[config.mk]
export PLATFORM = sky130hd
export DESIGN_NAME = wb_burst_seq
export DESIGN_NICKNAME = d
export VERILOG_FILES = /design/src/rtl/wb_burst_pkg.sv /design/src/rtl/wb_burst_ctrl.sv /design/src/rtl/wb_burst_dp.sv /design/src/rtl/wb_burst_seq.sv
export SDC_FILE = /design/constraint.sdc
export NUM_CORES = 1
export LEC_CHECK = 0
export BUFFER_PORTS_ARGS = -buffer_cell sky130_fd_sc_hd__buf_2
export CORE_MARGIN = 5
export CORE_UTILIZATION = 47
export DETAILED_ROUTE_END_ITERATION = 7
export PLACE_DENSITY = 0.76
export SYNTH_ARGS = -nofsm -noshare
export SYNTH_HDL_FRONTEND = slang
export SYNTH_SLANG_ARGS = --single-unit
[constraint.sdc]
create_clock -name clk -period 1.85 [get_ports clk]
set_clock_uncertainty 0.2 [all_clocks]
set_input_delay 0.185 -clock clk [delete_from_list [all_inputs] [get_ports clk]]
set_output_delay 0.185 -clock clk [all_outputs]
set_load 0.05 [all_outputs]
[src/rtl/wb_burst_pkg.sv]
package wb_burst_pkg;

  typedef enum logic [1:0] {
    CMD_NOP = 2'd0,
    CMD_ACT = 2'd1,
    CMD_RD  = 2'd2,
    CMD_WR  = 2'd3
  } cmdKind_e;

  typedef enum logic [1:0] {
    ASEL_NONE = 2'd0,
    ASEL_ROW  = 2'd1,
    ASEL_COL  = 2'd2
  } addrSel_e;

  // Strobes from the sequencer to the datapath, valid for the current cycle.
  typedef struct packed {
    logic     latch;    // capture host request this cycle
    cmdKind_e cmd;      // command to place on the pins
    addrSel_e addrSel;  // which field goes onto the address pins
    logic     wrBeat;   // write burst beat in progress
    logic     rdBeat;   // read burst beat in progress
    logic [1:0] beat;   // beat index within the burst
    logic     capture;  // sample the incoming data byte
    logic     done;     // completion pulse
  } ctrlStrobe_t;

endpackage

[src/rtl/wb_burst_ctrl.sv]
module wb_burst_ctrl
  import wb_burst_pkg::*;
#(
  parameter int T_RCD   = 2,
  parameter int T_RP    = 2,
  parameter int CAS_LAT = 2
) (
  input  logic        clk,
  input  logic        rstN,
  input  logic        hostStart,
  input  logic        hostWrite,
  output ctrlStrobe_t strb
);

  localparam int MAX_A   = (T_RCD > T_RP) ? T_RCD : T_RP;
  localparam int MAX_B   = (MAX_A > CAS_LAT) ? MAX_A : CAS_LAT;
  localparam int CNT_MAX = (MAX_B > 4) ? MAX_B : 4;
  localparam int CNT_W   = $clog2(CNT_MAX + 1);

  typedef enum logic [2:0] {
    ST_IDLE, ST_ACT, ST_RCD, ST_BURST, ST_TAIL, ST_PRE, ST_DONE
  } state_e;

  state_e             state;
  logic [CNT_W-1:0]   cnt;
  logic               wrQ;
  logic [CAS_LAT-1:0] capPipe;
  logic               rdBeatNow;

  always_ff @(posedge clk or negedge rstN) begin
    if (!rstN) begin
      state <= ST_IDLE;
      cnt   <= '0;
      wrQ   <= 1'b0;
    end else begin
      case (state)
        ST_IDLE: if (hostStart) begin
          state <= ST_ACT;
          wrQ   <= hostWrite;
        end
        ST_ACT: begin
          state <= ST_RCD;
          cnt   <= CNT_W'(T_RCD - 2);
        end
        ST_RCD: begin
          if (cnt == '0) state <= ST_BURST;
          else           cnt   <= cnt - 1'b1;
        end
        ST_BURST: begin
          if (cnt == CNT_W'(3)) begin
            if (wrQ) begin
              state <= ST_PRE;
              cnt   <= CNT_W'(T_RP - 1);
            end else begin
              state <= ST_TAIL;
              cnt   <= CNT_W'(CAS_LAT - 1);
            end
          end else begin
            cnt <= cnt + 1'b1;
          end
        end
        ST_TAIL: begin
          if (cnt == '0) begin
            state <= ST_PRE;
            cnt   <= CNT_W'(T_RP - 1);
          end else begin
            cnt <= cnt - 1'b1;
          end
        end
        ST_PRE: begin
          if (cnt == '0) state <= ST_DONE;
          else           cnt   <= cnt - 1'b1;
        end
        ST_DONE: state <= ST_IDLE;
        default: state <= ST_IDLE;
      endcase
    end
  end

  assign rdBeatNow = (state == ST_BURST) && !wrQ;

  // Read capture point trails each read beat by the CAS latency.
  always_ff @(posedge clk or negedge rstN) begin
    if (!rstN) capPipe <= '0;
    else       capPipe <= {capPipe[CAS_LAT-2:0], rdBeatNow};
  end

  always_comb begin
    strb         = '0;
    strb.cmd     = CMD_NOP;
    strb.addrSel = ASEL_NONE;
    strb.latch   = (state == ST_IDLE) && hostStart;
    strb.wrBeat  = (state == ST_BURST) && wrQ;
    strb.rdBeat  = rdBeatNow;
    strb.beat    = cnt[1:0];
    strb.capture = capPipe[CAS_LAT-1];
    strb.done    = (state == ST_DONE);
    if (state == ST_ACT) begin
      strb.cmd     = CMD_ACT;
      strb.addrSel = ASEL_ROW;
    end else if (state == ST_BURST && cnt == '0) begin
      strb.cmd     = wrQ ? CMD_WR : CMD_RD;
      strb.addrSel = ASEL_COL;
    end
  end

  // completion lasts a single cycle
  a_r7_done_pulse: assert property (@(posedge clk) disable iff (!rstN)
    strb.done |=> !strb.done);

  // row activate is followed by a NOP (T_RCD of at least 2)
  a_r1_nop_after_act: assert property (@(posedge clk) disable iff (!rstN)
    (strb.cmd == CMD_ACT) |=> (strb.cmd == CMD_NOP));

  // a start while busy never restarts the sequence
  a_r8_ignore_busy: assert property (@(posedge clk) disable iff (!rstN)
    (state != ST_IDLE && hostStart) |=> (state != ST_ACT));

endmodule

[src/rtl/wb_burst_dp.sv]
module wb_burst_dp
  import wb_burst_pkg::*;
#(
  parameter int BANK_W       = 2,
  parameter int ROW_W        = 12,
  parameter int COL_W        = 10,
  parameter int A_W          = 12,
  parameter bit REVERSE_PINS = 1'b0
) (
  input  logic                          clk,
  input  logic                          rstN,
  input  ctrlStrobe_t                   strb,
  input  logic [BANK_W+ROW_W+COL_W-1:0] hostAddr,
  input  logic [3:0]                    hostByteEn,
  input  logic [31:0]                   hostWData,
  input  logic [7:0]                    sdDqIn,
  output logic                          sdCsN,
  output logic                          sdRasN,
  output logic                          sdCasN,
  output logic                          sdWeN,
  output logic [BANK_W-1:0]             sdBa,
  output logic [A_W-1:0]                sdAddr,
  output logic                          sdDqm,
  output logic [7:0]                    sdDqOut,
  output logic                          sdDqOe,
  output logic                          hostDone,
  output logic [31:0]                   hostRData
);

  localparam int HADDR_W = BANK_W + ROW_W + COL_W;
  localparam int AP_BIT  = 10;

  logic [HADDR_W-1:0] addrQ;
  logic [3:0]         beQ;
  logic [31:0]        wdataQ;
  logic [31:0]        rdShift;
  logic [A_W-1:0]     logAddr;
  logic [1:0]         lane;
  logic [ROW_W-1:0]   rowQ;
  logic [BANK_W-1:0]  bankQ;
  logic               unusedByteOffset;

  assign rowQ             = addrQ[COL_W +: ROW_W];
  assign bankQ            = addrQ[COL_W+ROW_W +: BANK_W];
  assign unusedByteOffset = ^addrQ[1:0];

  always_ff @(posedge clk or negedge rstN) begin
    if (!rstN) begin
      addrQ  <= '0;
      beQ    <= '0;
      wdataQ <= '0;
    end else if (strb.latch) begin
      addrQ  <= hostAddr;
      beQ    <= hostByteEn;
      wdataQ <= hostWData;
    end
  end

  // Read bytes arrive first-beat-first; shifting left packs beat 0 at the top.
  always_ff @(posedge clk or negedge rstN) begin
    if (!rstN)             rdShift <= '0;
    else if (strb.capture) rdShift <= {rdShift[23:0], sdDqIn};
  end

  always_comb begin
    logAddr = '0;
    case (strb.addrSel)
      ASEL_ROW: logAddr[ROW_W-1:0] = rowQ;
      ASEL_COL: begin
        logAddr[COL_W-1:2] = addrQ[COL_W-1:2];
        logAddr[AP_BIT]    = 1'b1;
      end
      default: logAddr = '0;
    endcase
  end

  generate
    if (REVERSE_PINS) begin : g_revPins
      for (genvar i = 0; i < A_W; i++) begin : g_bit
        assign sdAddr[i] = logAddr[A_W-1-i];
      end
    end else begin : g_fwdPins
      assign sdAddr = logAddr;
    end
  endgenerate

  always_comb begin
    case (strb.cmd)
      CMD_ACT: {sdRasN, sdCasN, sdWeN} = 3'b011;
      CMD_RD:  {sdRasN, sdCasN, sdWeN} = 3'b101;
      CMD_WR:  {sdRasN, sdCasN, sdWeN} = 3'b100;
      default: {sdRasN, sdCasN, sdWeN} = 3'b111;
    endcase
  end

  assign sdCsN = 1'b0;
  assign sdBa  = (strb.addrSel != ASEL_NONE) ? bankQ : '0;

  // Beat k carries host lane 3-k: most significant byte first.
  assign lane    = ~strb.beat;
  assign sdDqOut = strb.wrBeat ? wdataQ[{lane, 3'b000} +: 8] : 8'h00;
  assign sdDqOe  = strb.wrBeat;

  always_comb begin
    if (strb.wrBeat)      sdDqm = ~beQ[lane];
    else if (strb.rdBeat) sdDqm = 1'b0;
    else                  sdDqm = 1'b1;
  end

  assign hostDone  = strb.done;
  assign hostRData = rdShift;

  // bus turnaround happens only together with a WRITE command
  a_r3_drive_with_write: assert property (@(posedge clk) disable iff (!rstN)
    $rose(sdDqOe) |-> (sdRasN && !sdCasN && !sdWeN));

  // never drive the bus under a READ command
  a_r5_no_drive_read: assert property (@(posedge clk) disable iff (!rstN)
    (!sdCasN && sdWeN) |-> !sdDqOe);

  // column commands are word aligned and auto-precharge
  a_r2_col_aligned: assert property (@(posedge clk) disable iff (!rstN)
    (!sdCasN) |-> (logAddr[1:0] == 2'b00 && logAddr[AP_BIT]));

  // full-word writes are never masked
  a_r4_full_unmasked: assert property (@(posedge clk) disable iff (!rstN)
    (sdDqOe && beQ == 4'hF) |-> !sdDqm);

  // each captured byte enters the low lane of the shift register
  a_r6_shift_in: assert property (@(posedge clk) disable iff (!rstN)
    strb.capture |=> (hostRData[7:0] == $past(sdDqIn)));

endmodule

[src/rtl/wb_burst_seq.sv]
module wb_burst_seq
  import wb_burst_pkg::*;
#(
  parameter int BANK_W       = 2,
  parameter int ROW_W        = 12,
  parameter int COL_W        = 10,
  parameter int A_W          = 12,
  parameter int CAS_LAT      = 2,
  parameter int T_RCD        = 2,
  parameter int T_RP         = 2,
  parameter bit REVERSE_PINS = 1'b0
) (
  input  logic                          clk,
  input  logic                          rstN,
  input  logic                          hostStart,
  input  logic [BANK_W+ROW_W+COL_W-1:0] hostAddr,
  input  logic                          hostWrite,
  input  logic [3:0]                    hostByteEn,
  input  logic [31:0]                   hostWData,
  output logic                          hostDone,
  output logic [31:0]                   hostRData,
  output logic                          sdCsN,
  output logic                          sdRasN,
  output logic                          sdCasN,
  output logic                          sdWeN,
  output logic [BANK_W-1:0]             sdBa,
  output logic [A_W-1:0]                sdAddr,
  output logic                          sdDqm,
  output logic [7:0]                    sdDqOut,
  output logic                          sdDqOe,
  input  logic [7:0]                    sdDqIn
);

  ctrlStrobe_t strb;

  wb_burst_ctrl #(
    .T_RCD  (T_RCD),
    .T_RP   (T_RP),
    .CAS_LAT(CAS_LAT)
  ) u_ctrl (
    .clk      (clk),
    .rstN     (rstN),
    .hostStart(hostStart),
    .hostWrite(hostWrite),
    .strb     (strb)
  );

  wb_burst_dp #(
    .BANK_W      (BANK_W),
    .ROW_W       (ROW_W),
    .COL_W       (COL_W),
    .A_W         (A_W),
    .REVERSE_PINS(REVERSE_PINS)
  ) u_dp (
    .clk       (clk),
    .rstN      (rstN),
    .strb      (strb),
    .hostAddr  (hostAddr),
    .hostByteEn(hostByteEn),
    .hostWData (hostWData),
    .sdDqIn    (sdDqIn),
    .sdCsN     (sdCsN),
    .sdRasN    (sdRasN),
    .sdCasN    (sdCasN),
    .sdWeN     (sdWeN),
    .sdBa      (sdBa),
    .sdAddr    (sdAddr),
    .sdDqm     (sdDqm),
    .sdDqOut   (sdDqOut),
    .sdDqOe    (sdDqOe),
    .hostDone  (hostDone),
    .hostRData (hostRData)
  );

endmodule

; After elaboration in Yosys (flattened, before gate mapping)
; Index checks and enable logic that the tools add are counted.
; W data, S select, Z words.
[totals]
ff_bits = 101
wordCells = 72
[classes]
n_addsub = 2
magnitude_cmp = 1
eq_ne = 18
n_shift = 1
mux = 26
bitwise_logic = 2
reduce_logical = 14
[ops]
columns = operator, count
row1 = $shiftx A32 B6 Y8, 1
row2 = $mux W3, 8
row3 = $pmux W3 S6, 1
row4 = $pmux W9 S2, 1
row5 = $pmux W3 S4, 1
row6 = $eq A3 B2 Y1 const B, 3
row7 = $eq A3 B3 Y1 const B, 3
row8 = $mux W1, 9
row9 = $mux W4, 2
row10 = $mux W8, 1
row11 = $ne A2 B1 Y1 const B, 4
row12 = $eq A2 B2 Y1 const B, 3
row13 = $logic_not A3 Y1, 2
row14 = $reduce_and A5 Y1, 1
row15 = $eq A2 B1 Y1 const B, 2
row16 = $logic_and A1 B1 Y1, 4
row17 = $mux W2, 2
row18 = $ne A2 B2 Y1 const B, 2
row19 = $reduce_and A2 Y1, 2
row20 = $reduce_bool A4 Y1, 1
row21 = $reduce_or A2 Y1, 2
row22 = $add A3 B1 Y3 const B, 1
row23 = $eq A3 B1 Y1 const B, 1
row24 = $lt A2 B3 Y1 const B, 1
row25 = other kinds (6), 6

; Depth between registers and ports, before layout
[logic_depth]
word_depth = 7
ltp_mapped = 8

; Hierarchy
; Synthesis repeated with hierarchy kept, for this count alone.
[hier_totals]
hier_cells = 337
hier_area_um2 = 4643.2
[modules_own_cells]
columns = mod, instances, cells_each, area_each_um2, seq_area_each_um2
row1 = wb_burst_dp, 1, 251, 3856.2, 2252.2
row2 = wb_burst_ctrl, 1, 86, 787.0, 225.2

; Worst setup path before layout
; No wires, ideal clock.
[synth_path]
path_kind = reg2out
start = register u_ctrl.state[0]
end = output sdWeN
arrival_ns = 1.952
required_time_ns = 1.465
setup_slack_ns = -0.487
stages_incl_launch_ff = 6
n_path_buf = 2
path_cell_list = dfrtp_1 -> buf_4 -> inv_1 -> nor3_4 -> buf_2 -> o21ai_0
[synth_via]
elab_chain_len = 6
[synth_lines]
columns = element, line_no
row1 = from (decl), wb_burst_ctrl.sv:24  ; state_e state;
row2 = from (signal assigned), wb_burst_ctrl.sv:32  ; state <= ST_IDLE;
row3 = from (signal assigned), wb_burst_ctrl.sv:38  ; state <= ST_ACT;
row4 = from (signal assigned), wb_burst_ctrl.sv:42  ; state <= ST_RCD;
row5 = $eq A3 B2 Y1, wb_burst_ctrl.sv:101  ; end else if (state == ST_BURST && cnt == '0) begin
row6 = $logic_and A1 B1 Y1, wb_burst_ctrl.sv:101
row7 = $mux W4, wb_burst_ctrl.sv:101
row8 = $mux W4 (*), wb_burst_ctrl.sv:98  ; if (state == ST_ACT) begin
row9 = $eq A2 B2 Y1 (*), wb_burst_dp.sv:88  ; case (strb.cmd)
row10 = $mux W1 (*), wb_burst_dp.sv:88
row11 = to (decl), wb_burst_seq.sv:25  ; output logic sdWeN,
; Every way passes the cells marked *; elsewhere a longest branch is shown, timed or not.

; Worst setup path after layout
[layout_path]
start = register u_ctrl.cnt[0]
end = output sdDqOut[7]
[layout_via]
elab_chain_len = 3
[layout_lines]
columns = element, line_no
row1 = from (decl), wb_burst_ctrl.sv:25  ; logic [CNT_W-1:0] cnt;
row2 = from (signal assigned), wb_burst_ctrl.sv:43  ; cnt <= CNT_W'(T_RCD - 2);
row3 = from (signal assigned), wb_burst_ctrl.sv:47  ; else cnt <= cnt - 1'b1;
row4 = from (signal assigned), wb_burst_ctrl.sv:53  ; cnt <= CNT_W'(T_RP - 1);
row5 = $not A2 Y2, wb_burst_dp.sv:100  ; assign lane = ~strb.beat;
row6 = $shiftx A32 B6 Y8, wb_burst_dp.sv:101  ; assign sdDqOut = strb.wrBeat ? wdataQ[{lane, 3'b000} +: 8] : 8'h00;
row7 = $mux W8, wb_burst_dp.sv:101
row8 = to (decl), wb_burst_seq.sv:29  ; output logic [7:0] sdDqOut,
; Every way passes these cells.

==> impl_metrics.toml <==
[logic_synthesis]
synthMuxAreaShare = 0.302
synth_compound_area_frac = 0.0525
synth_top_family_by_area = "multiplexers"
ys_ff_latch = 99
ys.flop_type = "dfrtp_1"
ys_types = 41
synth_area_mm2 = 0.00481
synth_area_leaders = "dfrtp_1, mux2_4, mux2_2, mux4_2, buf_12"
syn_inst = 323
synth_edf_count = 0
syn-num-nets = 398
synth.top_cell.area_share = 0.515
seq_area_frac_synth = 0.515
synthXorXnorAreaFrac = 0.00364
netlist.top_cell.by_area = "dfrtp_1"
synthArstFlopShare = 1.00
synthSimpleGateAreaFrac = 0.0574
syn_area_per_cell_um2 = 14.9
synth_fa_ha_area_frac = 0.00780
yosys_warnings = 0

[global_route]
grt_pass1_vias = 4013
grtUsageTotal = 0.222
grt_remaining_overflow = 0
grt_max_degree = 41
grt_pass1_wl_um = 21700
antenna_found_initial = 0

[timing]
period_minus_slack_ps = 2240
slew_headroom = 0.647
tightest_slew_ps = 530
fmax_ghz = 0.446
setup_viol = 90
slew_violations = 0
final-hold-violation-count = 0
grt_setup_unrepaired = "true"
worst_slack_ps = -390
min_period_over_period = 1.21

[status]
violations = "negative setup slack"
status = "finished with violations"

[routing]
drcViolationCount = 0
drtPass1Iterations = 4
postRouteAntennaNets = 0
vias_per_cell = 5.14
drt-initial-drc-count = 149
via_count = 3576
post_drt_wl_per_cell_um = 19.7
finalWirelength_um = 13700

[worst_setup_path]
end_kind = "primary output"
arrival_ps = 1850
cp-startpoint = "u_ctrl.cnt[0]$_DFFE_PN0P_"
crit_type = "reg -> out"
r2r_start = "u_ctrl.state[2]$_DFFE_PN0P_"
critPathLaunchType = "register"
rr_worst_depth = 8
required_ps = 1460
rr_endpoint = "u_dp.wdataQ[16]$_DFFE_PN0P_"
rrSetupSlack_ps = -250
critical_path.max_fanout = 5

[final_layout]
layout-drive-gt1-share = 0.618
postLayoutCoreUtil = 0.740
instances_no_fill = 696
area_growth_pct = 55.9
final_net_count = 630
nFillCells = 603
n_antenna_cell = 0
fin_area_mm2 = 0.00751

[floorplan]
dieArea_mm2 = 0.0124
rows = 37
core-area_mm2 = 0.0101
die_w_um = 111
ios = 133
start_util = 0.475
die_h_um = 111

[placement]
dp_cells = 590
place_congestion = 0.864
placed_area_mm2 = 0.00581
dp_slack_ps = -34.1
hpwl_um = 7350
port-buffer-count = 129

[clock_network]
cts_tree = "yes"
numCtsBuffers = 9
insertion_delay_ps = 380
root_buffer = "clkbuf_8"
clkSinkCount = 99
cts_max_level = 3
clk_path_buf_depth = 2
clk_pin_slew_ps = 110

[power]
peakVddDrop_v = 0.000987
power_density_mw_per_mm2 = 1880
p_leak_nw = 3.47

[run]
timing.max_cap.violations = 0

[min_path]
hp-class = "in -> async"
==> placed cells by master, fill, tap and decap left out, drive strengths merged, types with 4 or more instances in the layout <==
cell,synthesis,layout
dlygate4sd3,0,68
a21oi,8,8
nand2,9,9
a22o,9,9
mux4,9,9
buf,23,178
and3,8,8
mux2,91,91
dfrtp,99,99
nor2,10,10
o21ai,5,5
and2,4,4
o21a,4,4
nand2b,4,4
nor3,4,4
inv,8,10
clkbuf,3,12
==> state kept, by name (all words and copies together) (netlist names) <==
| name | cells |
|---|---|
| u_dp.hostRData | 32 |
| u_dp.wdataQ | 32 |
| u_dp.addrQ | 22 |
| u_dp.beQ | 4 |
| u_ctrl.cnt | 3 |
| u_ctrl.state | 3 |
| u_ctrl.capPipe | 2 |
| u_ctrl.wrQ | 1 |
==> worst max path at each step <==
stage                            end  slack, ps  cells past startpoint
after CTS                      sdDqm       -380                      4
after detailed placement  sdDqOut[7]        -30                      4
final                     sdDqOut[7]       -390                      4
after floorplan           sdAddr[11]        -80                      5
after global placement         sdDqm        -10                      4
after global routing      sdDqOut[7]       -460                      4
==> cells by family (layout without fill, tap and decap cells) <==
kind of cell             Yosys count  after routing
AO/OA/AOI/OAI                     36             36
XOR/XNOR                           2              2
adder cells (fa/ha/maj)            3              3
buffers and inverters             34            271
flip-flops                        99             99
multiplexers                     101            101
other                              1              1
AND/OR/NAND/NOR                   47             47
==> synthesized netlist by cell type (all sizes together) (2+ instances only) <==
cell	n
dfrtp	99
inv	8
mux4	9
a21o	2
nor2	10
o211ai	2
nand2b	4
o21a	4
nand2	9
nand3	3
ha	3
and3	8
clkbuf	3
a22o	9
mux2	91
buf	23
nor3	4
and2	4
and3b	2
a21oi	8
o21ai	5
xnor2	2
==> power breakdown <==
group / internal (mW) / leakage (nW) / switching [mW] / total, mW
combinational: 4.01 / 2.16 / 4.39 / 8.40
clock: 0.856 / 0.122 / 0.800 / 1.66
sequential: 3.25 / 1.19 / 0.805 / 4.06
==> timing repair <==
item,4_1_cts,5_1_grt
resized for setup,115,36
pin swaps,14,13
gates cloned,7,1
setup buffers,16,5
hold endpoints to repair,139,0
hold buffers,68,0
setup endpoints to repair,53,90
==> per-layer routing <==
layer / vias to the layer above / global-route usage / routed length [um]
met5: - / 0 / 0
met4: 0 / 0.0819 / 384
met3: 34 / 0.0529 / 729
met2: 134 / 0.378 / 7020
met1: 1795 / 0.276 / 5580
li1: 1613 / - / -
==> stage by stage <==
step / setup TNS (ps) / hold WS, ps / power (mW)
2_1_floorplan: -262 / -311 / 9.37
3_3_place_gp: -12.6 / -6.12 / 10.8
3_5_place_dp: -153 / -1.96 / 11.0
4_1_cts: -16780 / 90.1 / 13.7
5_1_grt: -27820 / 159 / 14.8
6_report: -21290 / 140 / 14.1
==> final cells by class <==
type / instances / area (um^2) / area share
Clock buffer: 11 / 151 / 0.0202
Clock inverter: 5 / 88.8 / 0.0118
Inverter: 8 / 43.8 / 0.00583
Multi-Input combinational cell: 190 / 2310 / 0.308
Sequential cell: 99 / 2480 / 0.330
Tap cell: 136 / 170 / 0.0227
Timing Repair Buffer: 247 / 2270 / 0.302
==> worst max-delay path: stages (launching register included) <==
cell	delay (ps)
dfrtp_1	440
buf_6	180
mux4_2	510
and3_4	200
buf_6	150
Power figures use the tool's default switching activity.
